### src/rtl/dsd_pkg.sv
// Package: shared constants and helpers for the bitstream decimator.
// Assumes: decimation ratio is a power of two, given by its log2.
package dsd_pkg;

    // Accumulator width for an ORDER-stage sinc decimator of ratio 2^RLOG2.
    // One extra bit beyond the classic bound so +full-scale is representable.
    function automatic int cic_acc_width(input int order, input int rlog2);
        return order * rlog2 + 2;
    endfunction

    // Right shift that maps the decimator's full-scale gain onto OUT_W bits.
    function automatic int cic_out_shift(input int order, input int rlog2, input int out_w);
        return order * rlog2 - (out_w - 1);
    endfunction

endpackage

### src/rtl/dsd_cic_integ.sv
// Module: dsd_cic_integ
// Integrator cascade of a sinc decimator, running at the input bit rate.
// Maps bit 1 to +1 and bit 0 to -1. The stages are chained through their next
// values, so acc_out holds the full cascade sum including the last accepted bit.
// Assumes: ACC_W is wide enough for the decimated result; the intermediate
// sums wrap modulo 2^ACC_W, which the comb section cancels exactly.
module dsd_cic_integ #(
    parameter int ORDER = 5,
    parameter int ACC_W = 32
) (
    input  logic                    clk,
    input  logic                    rst_n,
    input  logic                    en,
    input  logic                    bit_in,
    output logic signed [ACC_W-1:0] acc_out
);

    localparam logic signed [ACC_W-1:0] STEP_UP   = ACC_W'(1);
    localparam logic signed [ACC_W-1:0] STEP_DOWN = '1;

    logic signed [ACC_W-1:0] acc_q [ORDER];
    logic signed [ACC_W-1:0] acc_d [ORDER];

    // Next value of every stage: first stage adds the mapped bit, others add the stage before.
    always_comb begin
        acc_d[0] = acc_q[0] + (bit_in ? STEP_UP : STEP_DOWN);
        for (int k = 1; k < ORDER; k++) begin
            acc_d[k] = acc_q[k] + acc_d[k-1];
        end
    end

    // Stage registers: cleared by reset, advanced only on accepted bits.
    always_ff @(posedge clk) begin
        if (!rst_n) begin
            for (int k = 0; k < ORDER; k++) acc_q[k] <= '0;
        end else if (en) begin
            for (int k = 0; k < ORDER; k++) acc_q[k] <= acc_d[k];
        end
    end

    assign acc_out = acc_q[ORDER-1];

endmodule

### src/rtl/dsd_cic_comb.sv
// Module: dsd_cic_comb
// Comb cascade of a sinc decimator, running once per output sample.
// Each stage subtracts the previous decimated value of its own input.
// Assumes: en pulses once per decimation period, with din stable on that cycle.
module dsd_cic_comb #(
    parameter int ORDER = 5,
    parameter int ACC_W = 32
) (
    input  logic                    clk,
    input  logic                    rst_n,
    input  logic                    en,
    input  logic signed [ACC_W-1:0] din,
    output logic signed [ACC_W-1:0] dout,
    output logic                    dout_vld
);

    logic signed [ACC_W-1:0] dly_q [ORDER];
    logic signed [ACC_W-1:0] stage [ORDER+1];

    assign stage[0] = din;

    // One differencing stage per filter order.
    for (genvar g = 0; g < ORDER; g++) begin : g_diff
        assign stage[g+1] = stage[g] - dly_q[g];
    end

    // Delay registers and the registered decimator result.
    always_ff @(posedge clk) begin
        if (!rst_n) begin
            for (int k = 0; k < ORDER; k++) dly_q[k] <= '0;
            dout     <= '0;
            dout_vld <= 1'b0;
        end else begin
            dout_vld <= en;
            if (en) begin
                for (int k = 0; k < ORDER; k++) dly_q[k] <= stage[k];
                dout <= stage[ORDER];
            end
        end
    end

endmodule

### src/rtl/dsd_dc_block.sv
// Module: dsd_dc_block
// DC-removing first-order high-pass with output saturation.
// y[n] = x[n] - x[n-1] + y[n-1] - (y[n-1] >>> POLE_SH), where x = din >>> IN_SH.
// The state is kept unclamped at ST_W bits; only the output word is clamped.
// Assumes: IN_W - IN_SH + 2 <= ST_W so the scaled input and state never wrap.
module dsd_dc_block #(
    parameter int IN_W    = 32,
    parameter int IN_SH   = 7,
    parameter int OUT_W   = 24,
    parameter int POLE_SH = 12,
    parameter int ST_W    = OUT_W + 4
) (
    input  logic                    clk,
    input  logic                    rst_n,
    input  logic                    en,
    input  logic signed [IN_W-1:0]  din,
    output logic [OUT_W-1:0]        pcm,
    output logic                    pcm_vld
);

    localparam logic signed [ST_W-1:0] SAT_HI = ST_W'((64'sd1 <<< (OUT_W-1)) - 64'sd1);
    localparam logic signed [ST_W-1:0] SAT_LO = ST_W'(-(64'sd1 <<< (OUT_W-1)));

    logic signed [IN_W-1:0] scaled;
    logic signed [ST_W-1:0] x_cur;
    logic signed [ST_W-1:0] x_prev_q;
    logic signed [ST_W-1:0] y_q;
    logic signed [ST_W-1:0] y_new;
    logic [OUT_W-1:0]       clamped;

    assign scaled = din >>> IN_SH;
    assign x_cur  = ST_W'(scaled);

    // Recursion: differentiate the input, leak the state toward zero.
    always_comb begin
        y_new = x_cur - x_prev_q + y_q - (y_q >>> POLE_SH);
    end

    // Clamp the new state into the signed output range.
    always_comb begin
        if (y_new > SAT_HI) begin
            clamped = SAT_HI[OUT_W-1:0];
        end else if (y_new < SAT_LO) begin
            clamped = SAT_LO[OUT_W-1:0];
        end else begin
            clamped = y_new[OUT_W-1:0];
        end
    end

    // Filter state and output registers, updated once per decimated sample.
    always_ff @(posedge clk) begin
        if (!rst_n) begin
            x_prev_q <= '0;
            y_q      <= '0;
            pcm      <= '0;
            pcm_vld  <= 1'b0;
        end else begin
            pcm_vld <= en;
            if (en) begin
                x_prev_q <= x_cur;
                y_q      <= y_new;
                pcm      <= clamped;
            end
        end
    end

endmodule

### src/rtl/dsd_decim_hpf.sv
// Module: dsd_decim_hpf (top)
// Stereo single-bit to PCM converter: a sinc^ORDER decimator of ratio 2^RLOG2
// followed by a DC-blocking high-pass and clamp, one lane per channel.
// A shared phase counter decides when a group of 2^RLOG2 accepted bits completes.
// Assumes: bit_valid may be high on any cycle; bits on other cycles are ignored.
module dsd_decim_hpf #(
    parameter int ORDER   = 5,
    parameter int RLOG2   = 6,
    parameter int OUT_W   = 24,
    parameter int POLE_SH = 12
) (
    input  logic             clk,
    input  logic             rst_n,
    input  logic             bit_valid,
    input  logic             bit_l,
    input  logic             bit_r,
    output logic [OUT_W-1:0] pcm_l,
    output logic [OUT_W-1:0] pcm_r,
    output logic             out_valid
);

    import dsd_pkg::*;

    localparam int NCH   = 2;
    localparam int ACC_W = cic_acc_width(ORDER, RLOG2);
    localparam int IN_SH = cic_out_shift(ORDER, RLOG2, OUT_W);

    logic [RLOG2-1:0]        phase_q;
    logic                    dec_q;
    logic [NCH-1:0]          bits;
    logic [NCH-1:0]          lane_vld;
    logic [OUT_W-1:0]        lane_pcm [NCH];

    assign bits = {bit_r, bit_l};

    // Group phase: counts accepted bits and flags the last bit of each group.
    always_ff @(posedge clk) begin
        if (!rst_n) begin
            phase_q <= '0;
            dec_q   <= 1'b0;
        end else begin
            dec_q <= bit_valid && (phase_q == '1);
            if (bit_valid) phase_q <= phase_q + 1'b1;
        end
    end

    // One independent filter lane per channel.
    for (genvar c = 0; c < NCH; c++) begin : g_lane
        logic signed [ACC_W-1:0] integ_out;
        logic signed [ACC_W-1:0] comb_out;
        logic                    comb_vld;

        dsd_cic_integ #(.ORDER(ORDER), .ACC_W(ACC_W)) integ_i (
            .clk     (clk),
            .rst_n   (rst_n),
            .en      (bit_valid),
            .bit_in  (bits[c]),
            .acc_out (integ_out)
        );

        dsd_cic_comb #(.ORDER(ORDER), .ACC_W(ACC_W)) comb_i (
            .clk      (clk),
            .rst_n    (rst_n),
            .en       (dec_q),
            .din      (integ_out),
            .dout     (comb_out),
            .dout_vld (comb_vld)
        );

        dsd_dc_block #(
            .IN_W    (ACC_W),
            .IN_SH   (IN_SH),
            .OUT_W   (OUT_W),
            .POLE_SH (POLE_SH)
        ) dcb_i (
            .clk     (clk),
            .rst_n   (rst_n),
            .en      (comb_vld),
            .din     (comb_out),
            .pcm     (lane_pcm[c]),
            .pcm_vld (lane_vld[c])
        );
    end

    assign pcm_l     = lane_pcm[0];
    assign pcm_r     = lane_pcm[1];
    assign out_valid = &lane_vld;

endmodule

### config.mk
export PLATFORM = sky130hd
export DESIGN_NAME = dsd_decim_hpf
export DESIGN_NICKNAME = d
export VERILOG_FILES = /design/src/rtl/dsd_pkg.sv /design/src/rtl/dsd_cic_integ.sv /design/src/rtl/dsd_cic_comb.sv /design/src/rtl/dsd_dc_block.sv /design/src/rtl/dsd_decim_hpf.sv
export SDC_FILE = /design/constraint.sdc
export NUM_CORES = 2
export LEC_CHECK = 0
export ABC_AREA = 1
export BUFFER_PORTS_ARGS = -buffer_cell sky130_fd_sc_hd__clkbuf_2
export CAP_MARGIN = 20
export CORE_MARGIN = 2
export CORE_UTILIZATION = 30
export DETAILED_ROUTE_END_ITERATION = 12
export PLACE_DENSITY_LB_ADDON = 0.05
export SLEW_MARGIN = 40
export SYNTH_ARGS = -nofsm -noshare
export SYNTH_HDL_FRONTEND = slang
export SYNTH_SLANG_ARGS = --single-unit
### constraint.sdc
create_clock -name clk -period 15.35 [get_ports clk]
set_input_delay 2.3025 -clock clk [delete_from_list [all_inputs] [get_ports clk]]
set_output_delay 2.3025 -clock clk [all_outputs]
set_load 0.05 [all_outputs]
==> results.cfg <==
[run_status]
result_of_the_run = completed

[critical_path]
critPathRequiredTime_ps = 15840
crit_slowest_cell = a2111oi_0
startpoint_type = input port
worst_setup_path_end_kind = register
critPathKind = in2reg
cpPeakStageDelay_ps = 520
worst-endpoint-arrival_ps = 11040
path_max_fanout = 31

[timing]
timing.final.setup_violations = 0
max_slew.worst_pin.slew_ps = 855
timing.final.crit_period_ps = 10550
clock-skew-final_ps = 38.1
report.final.hold_viol_count = 0
max_slew_margin = 0.424
grt_setup_unrepaired = no
achievable-frequency_ghz = 0.0948
timing.hold.ws_ps = 470
drv_slew = 0
fin_crit_sh = 0.687
timing.setup.tns_ps = 0

[grt]
grt_start_max_net_pins = 154
grt_first_pass_wirelength_um = 302000
gr-usage-all-layers = 0.162
via_count_of_the_first_global_routing_pass = 55052
final_global_route_overflow_total = 0
grt_antenna_before_repair = 4

[synth]
yosys-mux-area-fraction = 0
postSynthAreaPerCell_um2 = 7.75
asr_flop_ratio_synth = 0
synth_cells = 8760
ys.warnings.count = 0
synthesis.nets = 9571
synth-adder-area-share = 0.162
yosys.cell_types.count = 68
ys_dominant_reg_cell = edfxtp_1
netlist_area_mm2 = 0.0679
dominant_combinational_cell_family_by_area_after_synthesis = simple AND/OR/NAND/NOR gates
ys_seq_area_frac = 0.346
synth-edff-count = 640
postSynthRegisterBits = 853
synthSimpleGateAreaFrac = 0.178
compound_cell_area_share_of_the_yosys_netlist = 0.153
post_synth_xor_area_fraction = 0.0601

[drt]
drc = 0
met2_wl_post_dr_um = 86900
vias_per_cell = 4.62
met3WireLength_um = 4820
number_of_routed_nets_with_antenna_violations = 0
wl_met1_um = 92200
detailedRoute.firstIterationViolations = 2780
vias = 55024
top_signal_layer_used = met5
totalWireLength_um = 188000
route.detailed.wl_per_inst_um = 15.8
drt_pass1_iterations = 5

[die]
count_of_boundary_i_o_pins = 54
start_util = 0.302
floorplan.die_area_mm2 = 0.230
rows = 174
chipWidth_um = 480
die_h_um = 480
core_area_mm2 = 0.225

[cts]
ctsHoldBuffers = 0
clk_root_buffer_cell = clkbuf_16
cts_setup_buffers = 0
resized_gates_after_cts = 0
cts.path.max_buffers = 3
worst_setup_hold_path_clk_slew_ps = 60
numCtsBuffers = 117
tritoncts = yes
clkSinkCount = 853
h-tree-depth = 3
worst_skew_pair.late_latency_ps = 780

[place]
dp_hpwl_um = 145000
place.gp.congestion = 0.831
portBuffers = 53

[job]
max-cap-violations = 0

[layout]
syn2layout_area_growth_pct = 11.6
nNetsFinal = 9635
post_route_cells_drive_above_1_share = 0.0407
final.fill_count = 23880

[hold_path]
hold_path_class = reg2reg
-- worst paths after layout --
path / from / to / slack, ps / cells after the start
setup / recovery: bit_l / g_lane[0].integ_i.acc_q[0][159] / 4800 / 50
hold / removal: g_lane[1].dcb_i.y_q[0] / g_lane[1].dcb_i.y_q[0] / 470 / 2
setup reg to reg: g_lane[1].integ_i.acc_q[0][128] / g_lane[1].comb_i.dout[31] / 5240 / 48
hold reg to reg: g_lane[1].dcb_i.y_q[0] / g_lane[1].dcb_i.y_q[0] / 470 / 2
-- synth_stat cells (4+ instances only) --
library cell | instances | area (um2)
buf_1 | 4 | 15.0
o211ai_1 | 26 | 195
o21a_1 | 71 | 533
nand3_1 | 265 | 1330
o221ai_1 | 19 | 166
ha_1 | 682 | 8530
nor2_1 | 1048 | 3930
nand3b_1 | 8 | 60.1
nor3_1 | 101 | 505
a31o_2 | 11 | 96.3
o22ai_1 | 10 | 62.6
a21o_1 | 63 | 473
nand2_1 | 1398 | 5250
xnor2_1 | 117 | 1020
o21ai_0 | 416 | 2080
a21boi_0 | 13 | 97.6
or2_2 | 25 | 156
inv_1 | 1665 | 6250
dfxtp_1 | 213 | 4260
a211oi_1 | 6 | 45.0
fa_1 | 124 | 2480
a21boi_1 | 28 | 210
clkbuf_8 | 4 | 55.1
edfxtp_1 | 640 | 19200
or2_1 | 5 | 31.3
nor4_1 | 32 | 200
clkbuf_1 | 117 | 439
a21oi_1 | 949 | 4750
o21ai_2 | 4 | 35.0
nand4_1 | 34 | 213
and3_1 | 4 | 25.0
a221oi_1 | 10 | 87.6
nand2_2 | 27 | 169
o311ai_0 | 6 | 52.6
o21bai_1 | 50 | 375
and2_1 | 14 | 87.6
o21ai_1 | 78 | 390
xor2_1 | 342 | 3000
o31ai_1 | 17 | 128
inv_2 | 5 | 18.8
a21oi_2 | 4 | 35.0
a31oi_1 | 64 | 400
-- state kept, by name (all words and copies together) (netlist names), 6 cells and up --
register / flops
g_lane.comb_i.dout: 50
g_lane.dcb_i.x_prev_q: 50
g_lane.comb_i.dly_q: 320
g_lane.dcb_i.pcm: 48
phase_q: 6
g_lane.dcb_i.y_q: 56
g_lane.integ_i.acc_q: 320
-- final cells by class --
type,count,area (um2),share of cell area
clock inverter,75,943,0.0124
multi-input combinational,6102,37600,0.496
tap,2992,3740,0.0494
antenna,5,12.5,0.000165
clock buffer,143,3150,0.0415
sequential,853,23500,0.310
inverter,1671,6290,0.0829
timing repair buffer,79,584,0.00771
-- worst max-delay path, delay by kind of cell --
kind | cells | cell delay (ps)
adders and majority gates | 5 | 1900
buffers and inverters | 7 | 650
AOI/OAI and AO/OA | 17 | 3040
and+or+nand+nor | 17 | 2230
xor gates and xnor gates | 4 | 920
-- cell families (layout without fill, tap and decap cells) --
family	count (synthesis)	count (layout)
compound gates	1862	1862
xor+xnor	462	462
other cells	0	5
flops	853	853
buf+inv	1805	1968
fa+ha+maj	806	806
simple gates	2972	2972
-- metrics by stage --
step           std cells  worst slack (ps)  utilization  cell area [um2]
2_1_floorplan       8760              2960            -            67900
3_3_place_gp       11693              3910        0.318            71600
3_5_place_dp       11695              3930        0.319            71600
4_1_cts            11913              4780        0.337            75700
5_1_grt            11920              3720        0.337            75800
6_report           11920              4800        0.337            75800
-- placed cells by master, fill, tap and decap left out, types with 63 or more instances in the layout --
cell / Yosys / routed
o21a_1: 71 / 71
o21ai_0: 416 / 416
a31oi_1: 64 / 64
ha_1: 682 / 682
nand3_1: 265 / 265
o21ai_1: 78 / 78
a21o_1: 63 / 63
xnor2_1: 117 / 117
inv_1: 1665 / 1661
clkbuf_16: 0 / 120
xor2_1: 342 / 342
a21oi_1: 949 / 949
nand2_1: 1398 / 1395
nor2_1: 1048 / 1047
edfxtp_1: 640 / 640
fa_1: 124 / 124
nor3_1: 101 / 100
dfxtp_1: 213 / 212
-- per-layer routing --
metal,vias up,GRT usage
met5,-,0
met3,190,0.0185
li1,28969,-
met2,582,0.274
met1,25281,0.220
met4,2,0.0351
Power is left out: the tool's default activity adds up to more than one toggle a clock period on the data nets, which glitch-free logic cannot reach.
